**config.mk**
```make
export PLATFORM = sky130hd
export DESIGN_NAME = occ_timer
export DESIGN_NICKNAME = d
export VERILOG_FILES = /design/src/rtl/occ_pkg.sv /design/src/rtl/occ_flag.sv /design/src/rtl/occ_counter.sv /design/src/rtl/occ_cmp_chan.sv /design/src/rtl/occ_link_ctl.sv /design/src/rtl/occ_timer.sv
export SDC_FILE = /design/constraint.sdc
export NUM_CORES = 1
export LEC_CHECK = 0
export ABC_AREA = 1
export BUFFER_PORTS_ARGS = -buffer_cell sky130_fd_sc_hd__buf_4
export CAP_MARGIN = 10
export CORE_UTILIZATION = 45
export DETAILED_ROUTE_END_ITERATION = 7
export HOLD_SLACK_MARGIN = 0.15
export PLACE_DENSITY = 0.65
export RECOVER_POWER = 25
export SLEW_MARGIN = 20
export SYNTH_ARGS = -nofsm -noshare
export SYNTH_HDL_FRONTEND = slang
export SYNTH_SLANG_ARGS = --single-unit
```
**constraint.sdc**
```tcl
create_clock -name clk -period 3.15 [get_ports clk]
set_clock_uncertainty 0.15 [all_clocks]
set_input_delay 0.315 -clock clk [delete_from_list [all_inputs] [get_ports clk]]
set_output_delay 0.315 -clock clk [all_outputs]
set_load 0.02 [all_outputs]
```
**src/rtl/occ_pkg.sv**
```systemverilog
package occ_pkg;
   localparam int ADDR_W = 4;

   localparam logic [ADDR_W-1:0] A_CTRL  = 4'd0;
   localparam logic [ADDR_W-1:0] A_MOD_H = 4'd1;
   localparam logic [ADDR_W-1:0] A_MOD_L = 4'd2;
   localparam logic [ADDR_W-1:0] A_CNT_H = 4'd3;
   localparam logic [ADDR_W-1:0] A_CNT_L = 4'd4;
   // per channel: control at base, compare high at base+1, low at base+2
   localparam logic [ADDR_W-1:0] A_SC0   = 4'd5;
   localparam logic [ADDR_W-1:0] A_SC1   = 4'd8;

   localparam int B_FLAG = 7;
   localparam int B_LINK = 4;
   localparam int B_IE   = 0;

   typedef struct packed {
      logic wr_hi;
      logic wr_lo;
      logic sc_wr;
      logic sc_rd;
   } chan_acc_t;
endpackage

```
**src/rtl/occ_flag.sv**
```systemverilog
module occ_flag (
   input  logic clk,
   input  logic rst_n,
   input  logic set,
   input  logic rd,
   input  logic wr,
   input  logic wbit,
   output logic flag
);
   logic arm_q;
   logic flag_q;

   always_ff @(posedge clk or negedge rst_n) begin
      if (!rst_n) begin
         flag_q <= 1'b0;
         arm_q  <= 1'b0;
      end else begin
         if (set)
            flag_q <= 1'b1;
         else if (wr && arm_q && !wbit)
            flag_q <= 1'b0;
         if (wr)
            arm_q <= 1'b0;
         else if (rd && flag_q)
            arm_q <= 1'b1;
      end
   end

   assign flag = flag_q;

   p_set_r3: assert property (@(posedge clk) disable iff (!rst_n) set |=> flag);
   p_keep_unarmed_r6: assert property (@(posedge clk) disable iff (!rst_n)
      (flag && !arm_q) |=> flag);
endmodule

```
**src/rtl/occ_counter.sv**
```systemverilog
module occ_counter #(
   parameter int             CNT_W   = 16,
   parameter logic [CNT_W-1:0] MOD_RST = '1
) (
   input  logic             clk,
   input  logic             rst_n,
   input  logic             mod_wr_hi,
   input  logic             mod_wr_lo,
   input  logic [7:0]       wdata,
   output logic [CNT_W-1:0] cnt,
   output logic [CNT_W-1:0] mod,
   output logic             wrap
);
   localparam int HI_W = CNT_W - 8;

   logic [CNT_W-1:0] cnt_q;
   logic [CNT_W-1:0] mod_q;

   assign wrap = (cnt_q == mod_q);

   always_ff @(posedge clk or negedge rst_n) begin
      if (!rst_n) begin
         cnt_q <= '0;
         mod_q <= MOD_RST;
      end else begin
         cnt_q <= wrap ? '0 : cnt_q + 1'b1;
         if (mod_wr_hi) mod_q[CNT_W-1:8] <= wdata[HI_W-1:0];
         if (mod_wr_lo) mod_q[7:0]       <= wdata;
      end
   end

   assign cnt = cnt_q;
   assign mod = mod_q;

   p_wrap_zero_r1: assert property (@(posedge clk) disable iff (!rst_n)
      wrap |=> (cnt == '0));
   p_step_r1: assert property (@(posedge clk) disable iff (!rst_n)
      !wrap |=> (cnt == CNT_W'($past(cnt) + 1'b1)));
endmodule

```
**src/rtl/occ_cmp_chan.sv**
```systemverilog
module occ_cmp_chan
   import occ_pkg::*;
#(
   parameter int CNT_W         = 16,
   parameter bit INHIBIT_ON_HI = 1'b1
) (
   input  logic             clk,
   input  logic             rst_n,
   input  logic [CNT_W-1:0] cnt,
   input  logic             en,
   input  chan_acc_t        acc,
   input  logic [7:0]       wdata,
   output logic [CNT_W-1:0] cmp,
   output logic             hit,
   output logic             lo_done,
   output logic             flag,
   output logic             ie
);
   localparam int HI_W = CNT_W - 8;

   logic [CNT_W-1:0] cmp_q;
   logic             ie_q;
   logic             inh;

   always_ff @(posedge clk or negedge rst_n) begin
      if (!rst_n) begin
         cmp_q <= '1;
         ie_q  <= 1'b0;
      end else begin
         if (acc.wr_hi) cmp_q[CNT_W-1:8] <= wdata[HI_W-1:0];
         if (acc.wr_lo) cmp_q[7:0]       <= wdata;
         if (acc.sc_wr) ie_q             <= wdata[B_IE];
      end
   end

   generate
      if (INHIBIT_ON_HI) begin : g_inh
         logic inh_q;
         always_ff @(posedge clk or negedge rst_n) begin
            if (!rst_n)          inh_q <= 1'b0;
            else if (acc.wr_lo)  inh_q <= 1'b0;
            else if (acc.wr_hi)  inh_q <= 1'b1;
         end
         assign inh = inh_q;

         p_hi_inhibit_r5: assert property (@(posedge clk) disable iff (!rst_n)
            acc.wr_hi |=> !hit);
      end else begin : g_no_inh
         assign inh = 1'b0;
      end
   endgenerate

   assign hit     = en && !inh && (cnt == cmp_q);
   assign lo_done = acc.wr_lo;
   assign cmp     = cmp_q;
   assign ie      = ie_q;

   occ_flag u_flag (
      .clk  (clk),
      .rst_n(rst_n),
      .set  (hit),
      .rd   (acc.sc_rd),
      .wr   (acc.sc_wr),
      .wbit (wdata[B_FLAG]),
      .flag (flag)
   );
endmodule

```
**src/rtl/occ_link_ctl.sv**
```systemverilog
module occ_link_ctl (
   input  logic       clk,
   input  logic       rst_n,
   input  logic       link,
   input  logic       wrap,
   input  logic [1:0] lo_done,
   output logic       active
);
   logic act_q, pend_q;
   logic act_n, pend_n;

   always_comb begin
      act_n  = act_q;
      pend_n = pend_q;
      if (wrap && pend_q) begin
         act_n  = ~act_q;
         pend_n = 1'b0;
      end
      if (act_q ? lo_done[0] : lo_done[1])
         pend_n = 1'b1;
   end

   always_ff @(posedge clk or negedge rst_n) begin
      if (!rst_n) begin
         act_q  <= 1'b0;
         pend_q <= 1'b0;
      end else if (!link) begin
         act_q  <= 1'b0;
         pend_q <= 1'b0;
      end else begin
         act_q  <= act_n;
         pend_q <= pend_n;
      end
   end

   assign active = act_q;

   p_first_ch0_r8: assert property (@(posedge clk) disable iff (!rst_n)
      !link |=> !active);
   p_swap_on_wrap_r9: assert property (@(posedge clk) disable iff (!rst_n)
      (link && !wrap) |=> $stable(active));
endmodule

```
**src/rtl/occ_timer.sv**
```systemverilog
module occ_timer
   import occ_pkg::*;
#(
   parameter int               CNT_W         = 16,
   parameter logic [CNT_W-1:0] MOD_RST       = '1,
   parameter bit               INHIBIT_ON_HI = 1'b1
) (
   input  logic              clk,
   input  logic              rst_n,
   input  logic              wr_en,
   input  logic              rd_en,
   input  logic [ADDR_W-1:0] addr,
   input  logic [7:0]        wdata,
   output logic [7:0]        rdata,
   output logic              tch0,
   output logic              tch1,
   output logic              tch1_oe,
   output logic              irq_ovf,
   output logic              irq_ch0,
   output logic              irq_ch1
);
   localparam int NCH  = 2;
   localparam int HI_W = CNT_W - 8;

   generate
      if (CNT_W < 9 || CNT_W > 16) begin : g_bad_width
         $error("occ_timer: CNT_W must lie in 9..16");
      end
   endgenerate

   logic [CNT_W-1:0] cnt, mod;
   logic             wrap;
   logic             link_q, ovf_ie_q, ovf_flag, active;
   logic             tch0_q, tch1_q;
   chan_acc_t        acc [NCH];
   logic [CNT_W-1:0] cmp [NCH];
   logic [NCH-1:0]   hit, lo_done, flag, ie, en;

   occ_counter #(.CNT_W(CNT_W), .MOD_RST(MOD_RST)) u_cnt (
      .clk      (clk),
      .rst_n    (rst_n),
      .mod_wr_hi(wr_en && addr == A_MOD_H),
      .mod_wr_lo(wr_en && addr == A_MOD_L),
      .wdata    (wdata),
      .cnt      (cnt),
      .mod      (mod),
      .wrap     (wrap)
   );

   generate
      for (genvar gi = 0; gi < NCH; gi++) begin : g_ch
         localparam logic [ADDR_W-1:0] SC  = (gi == 0) ? A_SC0 : A_SC1;
         localparam logic [ADDR_W-1:0] CHI = SC + 4'd1;
         localparam logic [ADDR_W-1:0] CLO = SC + 4'd2;
         localparam logic              IDX = 1'(gi);

         assign acc[gi] = '{wr_hi: wr_en && addr == CHI,
                            wr_lo: wr_en && addr == CLO,
                            sc_wr: wr_en && addr == SC,
                            sc_rd: rd_en && addr == SC};
         assign en[gi]  = link_q ? (active == IDX) : 1'b1;

         occ_cmp_chan #(.CNT_W(CNT_W), .INHIBIT_ON_HI(INHIBIT_ON_HI)) u_ch (
            .clk    (clk),
            .rst_n  (rst_n),
            .cnt    (cnt),
            .en     (en[gi]),
            .acc    (acc[gi]),
            .wdata  (wdata),
            .cmp    (cmp[gi]),
            .hit    (hit[gi]),
            .lo_done(lo_done[gi]),
            .flag   (flag[gi]),
            .ie     (ie[gi])
         );
      end
   endgenerate

   occ_link_ctl u_link (
      .clk    (clk),
      .rst_n  (rst_n),
      .link   (link_q),
      .wrap   (wrap),
      .lo_done(lo_done),
      .active (active)
   );

   occ_flag u_ovf (
      .clk  (clk),
      .rst_n(rst_n),
      .set  (wrap),
      .rd   (rd_en && addr == A_CTRL),
      .wr   (wr_en && addr == A_CTRL),
      .wbit (wdata[B_FLAG]),
      .flag (ovf_flag)
   );

   always_ff @(posedge clk or negedge rst_n) begin
      if (!rst_n) begin
         link_q   <= 1'b0;
         ovf_ie_q <= 1'b0;
         tch0_q   <= 1'b0;
         tch1_q   <= 1'b0;
      end else begin
         if (wr_en && addr == A_SC0)  link_q   <= wdata[B_LINK];
         if (wr_en && addr == A_CTRL) ovf_ie_q <= wdata[B_IE];
         tch0_q <= tch0_q ^ (hit[0] | (link_q & hit[1]));
         tch1_q <= tch1_q ^ (!link_q & hit[1]);
      end
   end

   function automatic logic [7:0] hi_byte(input logic [CNT_W-1:0] v);
      logic [7:0] b;
      b = '0;
      b[HI_W-1:0] = v[CNT_W-1:8];
      return b;
   endfunction

   always_comb begin
      rdata = '0;
      case (addr)
         A_CTRL:  begin rdata[B_FLAG] = ovf_flag; rdata[B_IE] = ovf_ie_q; end
         A_MOD_H: rdata = hi_byte(mod);
         A_MOD_L: rdata = mod[7:0];
         A_CNT_H: rdata = hi_byte(cnt);
         A_CNT_L: rdata = cnt[7:0];
         A_SC0:   begin rdata[B_FLAG] = flag[0]; rdata[B_LINK] = link_q; rdata[B_IE] = ie[0]; end
         4'd6:    rdata = hi_byte(cmp[0]);
         4'd7:    rdata = cmp[0][7:0];
         A_SC1:   begin rdata[B_FLAG] = flag[1]; rdata[B_IE] = ie[1]; end
         4'd9:    rdata = hi_byte(cmp[1]);
         4'd10:   rdata = cmp[1][7:0];
         default: rdata = '0;
      endcase
   end

   assign tch0    = tch0_q;
   assign tch1    = tch1_q;
   assign tch1_oe = !link_q;
   assign irq_ovf = ovf_flag && ovf_ie_q;
   assign irq_ch0 = flag[0] && ie[0];
   assign irq_ch1 = flag[1] && ie[1];

   p_pin1_quiet_r10: assert property (@(posedge clk) disable iff (!rst_n)
      link_q |=> $stable(tch1));
   p_ovf_flag_r2: assert property (@(posedge clk) disable iff (!rst_n)
      wrap |=> ovf_flag);
endmodule

```
==> results of run 1 <==
==> timing repair <==
item,in CTS,in global routing
gates resized for setup,0,0
hold buffers,11,0
endpoints found under the hold margin,80,0
==> synth_stat cells (2+ instances only) <==
cell type	n
a211oi_1	5
a21oi_1	19
a221oi_1	5
buf_2	12
dfrtp_1	32
dfstp_2	48
inv_1	72
inv_2	9
nand2_1	168
nand2_2	4
nand3_1	13
nand3_2	2
nand4_1	6
nor2_1	51
nor2_2	3
nor2_4	4
nor3_1	3
nor3_2	2
nor3b_2	2
nor4_1	3
o2111ai_1	2
o21ai_0	38
o21ai_1	29
o22ai_1	12
xnor2_1	7
xor2_1	26
==> tightest hold or removal path, stage by stage <==
cell and delay [ns]:
buf_4 0.10, nor2_1 0.07, nand4_1 0.10, a21oi_1 0.07
==> kinds of logic after synthesis <==
family	count (synthesis)	share of synthesized area
adders and majority gates	1	0.002773
AOI/OAI and AO/OA	112	0.1381
xor gates and xnor gates	33	0.06406
buffers and inverters	96	0.08569
DFF	80	0.4570
and+or+nand+nor	264	0.2524
==> worst max-delay path by stage <==
stage | startpoint | end | slack (ns)
finish | addr[2] | rdata[4] | 0.43
global route | addr[2] | rdata[3] | 0.37
CTS | addr[2] | rdata[4] | 0.49
detailed placement | addr[2] | rdata[4] | 1.06
global placement | addr[3] | rdata[2] | 1.05
floorplan | u_cnt.cnt[1] | u_cnt.cnt[12] | 1.47
==> power groups by stage <==
stage                     combinational (uW)  clock, uW  sequential (uW)
after detailed placement                 977          0             1660
final                                    999        744             1650
after floorplan                          776          0             1520
after global placement                   963          0             1650
after CTS                                993        760             1640
after global routing                    1120        796             1680
==> final cells by class <==
cell class	count	area [um2]
Clock buffer	12	165.2
Clock inverter	4	27.53
Fill cell	980	4616
Inverter	81	304.0
Multi-Input combinational cell	410	2063
Sequential cell	80	2062
Tap cell	133	166.4
Timing Repair Buffer	40	325.3
==> flip-flops by register name (all words and copies together) (netlist names) <==
register / count
u_link.active: 1
ovf_ie_q: 1
g_ch.u_ch.u_flag.flag: 2
u_link.pend_q: 1
g_ch.u_ch.cmp: 32
tch0: 1
u_cnt.mod: 16
link_q: 1
u_cnt.cnt: 16
g_ch.u_ch.u_flag.arm_q: 2
u_ovf.flag: 1
u_ovf.arm_q: 1
g_ch.u_ch.g_inh.inh_q: 2
g_ch.u_ch.ie: 2
tch1: 1
==> layer usage <==
layer,global-route usage,vias to the layer above
met2,0.4053,130
met1,0.3892,1925
met4,0.1297,0
met3,0.03352,27
li1,-,1943
met5,0,-
==> stage by stage <==
stage / std cells / hold slack, ns / utilization / cell area [um2]
floorplan: 586 / -0.1306 / - / 4512
global route: 760 / 0.1839 / 0.5256 / 5114
detailed placement: 733 / 0.3100 / 0.4947 / 4813
finish: 760 / 0.1796 / 0.5256 / 5114
global placement: 733 / 0.3072 / 0.4947 / 4813
CTS: 760 / 0.1564 / 0.5258 / 5116
==> flow_metrics.env, run 1 <==
export IMPL_outcome="finished, violations left"
export IMPL_violations="capacitance limit, slew limit"
export IMPL_wl_met1_mm=6.287
export IMPL_reg2reg_from="u_cnt.mod[13]"
export IMPL_setup_violations=0
export IMPL_p_int_uw=2105
export IMPL_pwr_share_seq=0.486
export IMPL_min_period_ns=2.717
export IMPL_hold_violations=0
export IMPL_r2r_setup_slack_ns=1.10
export IMPL_cts_tree="yes"
export IMPL_cts_made_buffers=9
export IMPL_num_rows=36
export IMPL_hp_start="addr[0]"
export IMPL_maxCapViolCount=1
export IMPL_core_um2=9729
export IMPL_worst_slew_pin_slew_ns=1.936
export IMPL_setup_slack_ns=0.4330
export IMPL_synth_top_cells_by_area="dfstp_2 (28%), dfrtp_1 (18%), nand2_1 (14%)"
export IMPL_synth_edf_count=0
export IMPL_ys_seq_area_frac=0.4570
export IMPL_cts_sinks=80
export IMPL_worstSkewPairLatency_ns=0.37
export IMPL_syn_area_per_cell_um2=7.699
export IMPL_die_x_um=102.1
export IMPL_pre_cts_slack_ns=1.055
export IMPL_globalRouteTotalUtil=0.2708
export IMPL_crit_fanout=10
export IMPL_rsz0062_at_grt="false"
export IMPL_drc=0
export IMPL_cts_max_level=3
export IMPL_fmax_mhz=368.1
export IMPL_relSlewSlack=-0.2909
export IMPL_r2r_end="u_cnt.cnt[13]"
export IMPL_grt_max_degree=81
export IMPL_yosysTopAreaCell="dfstp_2"
export IMPL_syn_inst=586
export IMPL_overflow=0
export IMPL_grt_pass1_wl_mm=20.20
export IMPL_end_kind="output port"
export IMPL_finalSetupTns_ns=0
export IMPL_synth_seq_cells=80
export IMPL_finalWirelength_mm=13.36
export IMPL_hold_path_end="g_ch[1].u_ch.u_flag.arm_q"
export IMPL_cp_top_family="buffers and inverters"
export IMPL_synthFlopType="dfstp_2"
export IMPL_post_route_cells_drive_above_1_share=0.1930
export IMPL_critPathBufInv=3
export IMPL_path_clk_slew_ns=0.08
export IMPL_first_global_vias=3682
export IMPL_post_cts_setup_buffers=0
export IMPL_fin_crit_sh=0.8625
export IMPL_yosysUniqueCellTypes=35
export IMPL_p_clk_frac=0.219
export IMPL_yosys_warnings=0
export IMPL_hpwl_mm=9.909
export IMPL_cts_root_buffer="clkbuf_8"
export IMPL_crit_cells=8
export IMPL_finalPower_uw=3392
export IMPL_final_common_cell="nand2_1"
export IMPL_ant_nets=0
export IMPL_synth_top_area_share=0.2795
export IMPL_vdd_drop_max_mv=0.2948
export IMPL_io_pins=30
export IMPL_cpPeakStageDelay_ns=0.54
export IMPL_wl_met2_mm=6.034
export IMPL_worstHoldPathCells=4
export IMPL_start_kind="input port"
export IMPL_syn_num_nets=603
export IMPL_hold_class="in2reg"
export IMPL_first_pass_iters=5
export IMPL_path_cells="dlygate4sd3_1, buf_4, nor2_1, nand2_1, o22ai_1, a21oi_1, nand3_1, buf_4"
export IMPL_drv_slew=81
export IMPL_power_density_nw_per_um2=663.4
export IMPL_place_congestion=0.9653
export IMPL_p_switching_uw=1287
export IMPL_critPathKind="in2out"
export IMPL_start_util=0.4637
export IMPL_async_flop_share=1.000
export IMPL_swShare=0.3794
export IMPL_cp_slowest_cell="dlygate4sd3_1"
export IMPL_leakagePower_uw=0.002411
export IMPL_p_comb_frac=0.294
export IMPL_reg2reg_depth=9
export IMPL_vias_per_cell=5.296
export IMPL_antenna_cells=0
export IMPL_mostFrequentLayoutCells="nand2_1 (168), inv_1 (72), nor2_1 (51)"
export IMPL_numPortBuffers=29
export IMPL_fp_dieH_um=102.1
export IMPL_crit_arrival_ns=2.25
export IMPL_vias=4025
export IMPL_drt_iter0_markers=359
export IMPL_grt_antenna_before_repair=0
export IMPL_dieArea_um2=10430
export IMPL_crit_required_ns=2.68
export IMPL_wl_per_cell_um=17.58
export IMPL_highest_layer="met4"
export IMPL_area_growth_pct=13.34
export IMPL_cpMostUsedCell="buf_4"
export IMPL_wl_met3_um=677
export IMPL_synth_area_um2=4512
export IMPL_cts_path_max_buffers=2
export IMPL_fin_nets=639
No activity file was read; power rests on OpenSTA's default activity.
==> run 2, diff against run 1 <==
--- a/config.mk
+++ b/config.mk
@@ -5,7 +5,6 @@
 export SDC_FILE = /design/constraint.sdc
 export NUM_CORES = 1
 export LEC_CHECK = 0
-export ABC_AREA = 1
 export BUFFER_PORTS_ARGS = -buffer_cell sky130_fd_sc_hd__buf_4
 export CAP_MARGIN = 10
 export CORE_UTILIZATION = 45
==> run 2 against run 1 <==
Net effect:
- critical endpoint is now rdata[3]
- synthesized area rose by 3.1%
- non-clock buffer count rose by 6
- the flow still finishes with violations (capacitance limit, slew limit)
- synthesized cell count fell by 26%
==> flow_metrics.env, run 2 <==
export IMPL_syn_inst=431
export IMPL_synth_top_cells_by_area="dfstp_2 (27%), dfrtp_1 (17%), mux2_2 (14%)"
export IMPL_ys_seq_area_frac=0.4435
export IMPL_yosysMostFrequentCell="mux2_2"
export IMPL_start_kind="input port"
export IMPL_r2r_setup_slack_ns=0.97
export IMPL_largest_reg_flops=32
export IMPL_relSlewSlack=-0.2952
export IMPL_r2r_end="u_link.active"
export IMPL_cts_made_buffers=9
export IMPL_cpMostUsedCell="buf_4"
export IMPL_start_util=0.4692
export IMPL_crit_required_ns=2.68
export IMPL_vdd_drop_max_mv=0.4298
export IMPL_cts_sinks=80
export IMPL_crit_fanout=27
export IMPL_hp_start="addr[0]"
export IMPL_hold_path_end="g_ch[1].u_ch.g_inh.inh_q"
export IMPL_async_flop_share=1.000
export IMPL_post_route_cells_drive_above_1_share=0.3668
export IMPL_place_congestion=0.9078
export IMPL_cp_top_family="simple AND/OR/NAND/NOR gates"
export IMPL_numPortBuffers=29
export IMPL_final_core_util=0.5249
export IMPL_worst_slew_pin_slew_ns=1.943
export IMPL_cp_slowest_cell="nor2b_1"
export IMPL_n_fill_cell=902
export IMPL_finalWirelength_mm=12.47
export IMPL_finalSetupTns_ns=0
export IMPL_drt_iter0_markers=283
export IMPL_synth_top_area_share=0.2713
export IMPL_synth_seq_cells=80
export IMPL_first_pass_iters=5
export IMPL_grt_max_degree=81
export IMPL_fp_dieH_um=103.6
export IMPL_grt_antenna_before_repair=0
export IMPL_cts_max_level=3
export IMPL_end_kind="output port"
export IMPL_globalRouteTotalUtil=0.2464
export IMPL_wl_per_cell_um=21.10
export IMPL_setup_violations=0
export IMPL_critPathBufInv=2
export IMPL_die_x_um=103.6
export IMPL_drc=0
export IMPL_worstHoldPathCells=3
export IMPL_synth_edf_count=0
export IMPL_worstSkewPairLatency_ns=0.38
export IMPL_outcome="finished, violations left"
export IMPL_io_pins=30
export IMPL_area_growth_pct=11.87
export IMPL_syn_area_per_cell_um2=10.79
export IMPL_reg2reg_from="u_cnt.cnt[7]"
export IMPL_synth_area_um2=4649
export IMPL_reg2reg_depth=7
export IMPL_fmax_mhz=384.2
export IMPL_min_period_ns=2.603
export IMPL_cts_tree="yes"
export IMPL_maxCapViolCount=1
export IMPL_violations="capacitance limit, slew limit"
export IMPL_path_cells="buf_4, nor2b_1, a221oi_1, a211o_1, o21ai_0, buf_4"
export IMPL_yosys_warnings=0
export IMPL_synth_commonest_cells="mux2_2 (57), dfstp_2 (48), xnor2_1 (45)"
export IMPL_hpwl_mm=8.617
export IMPL_core_um2=9910
export IMPL_final_common_cell="mux2_2"
export IMPL_synthFlopType="dfstp_2"
export IMPL_vias_per_cell=5.809
export IMPL_syn_num_nets=448
export IMPL_grt_pass1_wl_mm=19.78
export IMPL_crit_arrival_ns=2.14
export IMPL_vias=3433
export IMPL_first_global_vias=3424
export IMPL_critPathKind="in2out"
export IMPL_rsz0062_at_grt="false"
export IMPL_hold_class="in2reg"
export IMPL_num_rows=36
export IMPL_yosysTopAreaCell="dfstp_2"
export IMPL_hold_violations=0
export IMPL_dieArea_um2=10740
export IMPL_drv_slew=81
export IMPL_path_clk_slew_ns=0.08
export IMPL_antenna_cells=0
export IMPL_overflow=0
export IMPL_cts_path_max_buffers=2
export IMPL_ant_nets=0
export IMPL_yosysUniqueCellTypes=49
export IMPL_fin_crit_sh=0.8263
export IMPL_leakagePower_uw=0.001997
export IMPL_cpPeakStageDelay_ns=0.77
export IMPL_cts_root_buffer="clkbuf_8"
export IMPL_fin_nets=470
export IMPL_mostFrequentLayoutCells="mux2_2 (57), dfstp_2 (48), xnor2_1 (45)"
export IMPL_power_density_nw_per_um2=684.0
run 2: cell types whose count changed after synthesis, sizes merged, moves of 12 or more:
cell / previous run / this run
o21ai: 67 / 12
xnor2: 7 / 49
xor2: 26 / 14
inv: 81 / 5
mux2: 0 / 57
nor2: 58 / 35
nand2: 173 / 29
run 2: final cells by class:
cell class	count	area, um2	share of cell area
Inverter	5	18.77	0.003608
Clock buffer	11	173.9	0.03344
Sequential cell	80	2062	0.3964
Timing Repair Buffer	46	370.4	0.07121
Tap cell	133	166.4	0.03199
Multi-Input combinational cell	311	2351	0.4520
Clock inverter	5	58.81	0.01131
run 2: worst max path at each step:
stage                       start      endpoint  slack (ns)  cells past startpoint
final                     addr[1]      rdata[3]        0.55                      6
after global routing      addr[1]      rdata[2]        0.38                      7
after CTS                 addr[1]      rdata[4]        0.58                      7
after detailed placement  addr[1]  u_cnt.mod[7]        0.53                      4
after global placement    addr[1]  u_cnt.mod[5]        0.57                      4
after floorplan           addr[0]      rdata[1]        1.05                      7
run 2: power breakdown:
| part | switching (uW) | internal [uW] |
|---|---|---|
| sequential | 382 | 1370 |
| clock | 394 | 463 |
| combinational | 421 | 524 |
run 2: per-layer routing:
| layer | track usage | part of all wire | vias to the layer above |
|---|---|---|---|
| met3 | 0.06860 | 0.068 | 25 |
| met5 | 0 | 0 | - |
| met2 | 0.3715 | 0.46 | 115 |
| met1 | 0.3340 | 0.44 | 1731 |
| li1 | - | - | 1562 |
| met4 | 0.09938 | 0.029 | 0 |
run 2: timing repair:
item | 4_1_cts | 5_1_grt
endpoints found under the hold margin | 90 | 0
hold buffers | 11 | 0
gates resized for setup | 0 | 0
setup buffers | 0 | 0
setup endpoints to repair | 0 | 0
run 2: worst min-delay path, stage by stage:
cell and delay (ns):
buf_4 0.21, nand2b_1 0.16, o22ai_1 0.10
run 2: per-stage QoR:
step	power (uW)	setup WS [ns]	hold WS, ns	cells	instance area (um2)
CTS	3573	0.5779	0.2838	591	5204
global placement	2675	0.5714	0.3066	564	4861
detailed placement	2691	0.5267	0.3137	564	4861
finish	3558	0.5472	0.3120	591	5201
floorplan	2395	1.050	-0.1306	431	4649
global route	3742	0.3809	0.3297	591	5201
run 2: cell families (layout without fill, tap and decap cells):
family	after synthesis	after routing	share of synthesized area
multiplexers	60	60	0.1472
buffers and inverters	40	67	0.05086
adder cells (fa/ha/maj)	1	1	0.002691
XOR/XNOR	63	63	0.1251
AO/OA/AOI/OAI	62	62	0.09258
AND/OR/NAND/NOR	125	125	0.1380
flip-flops	80	80	0.4435
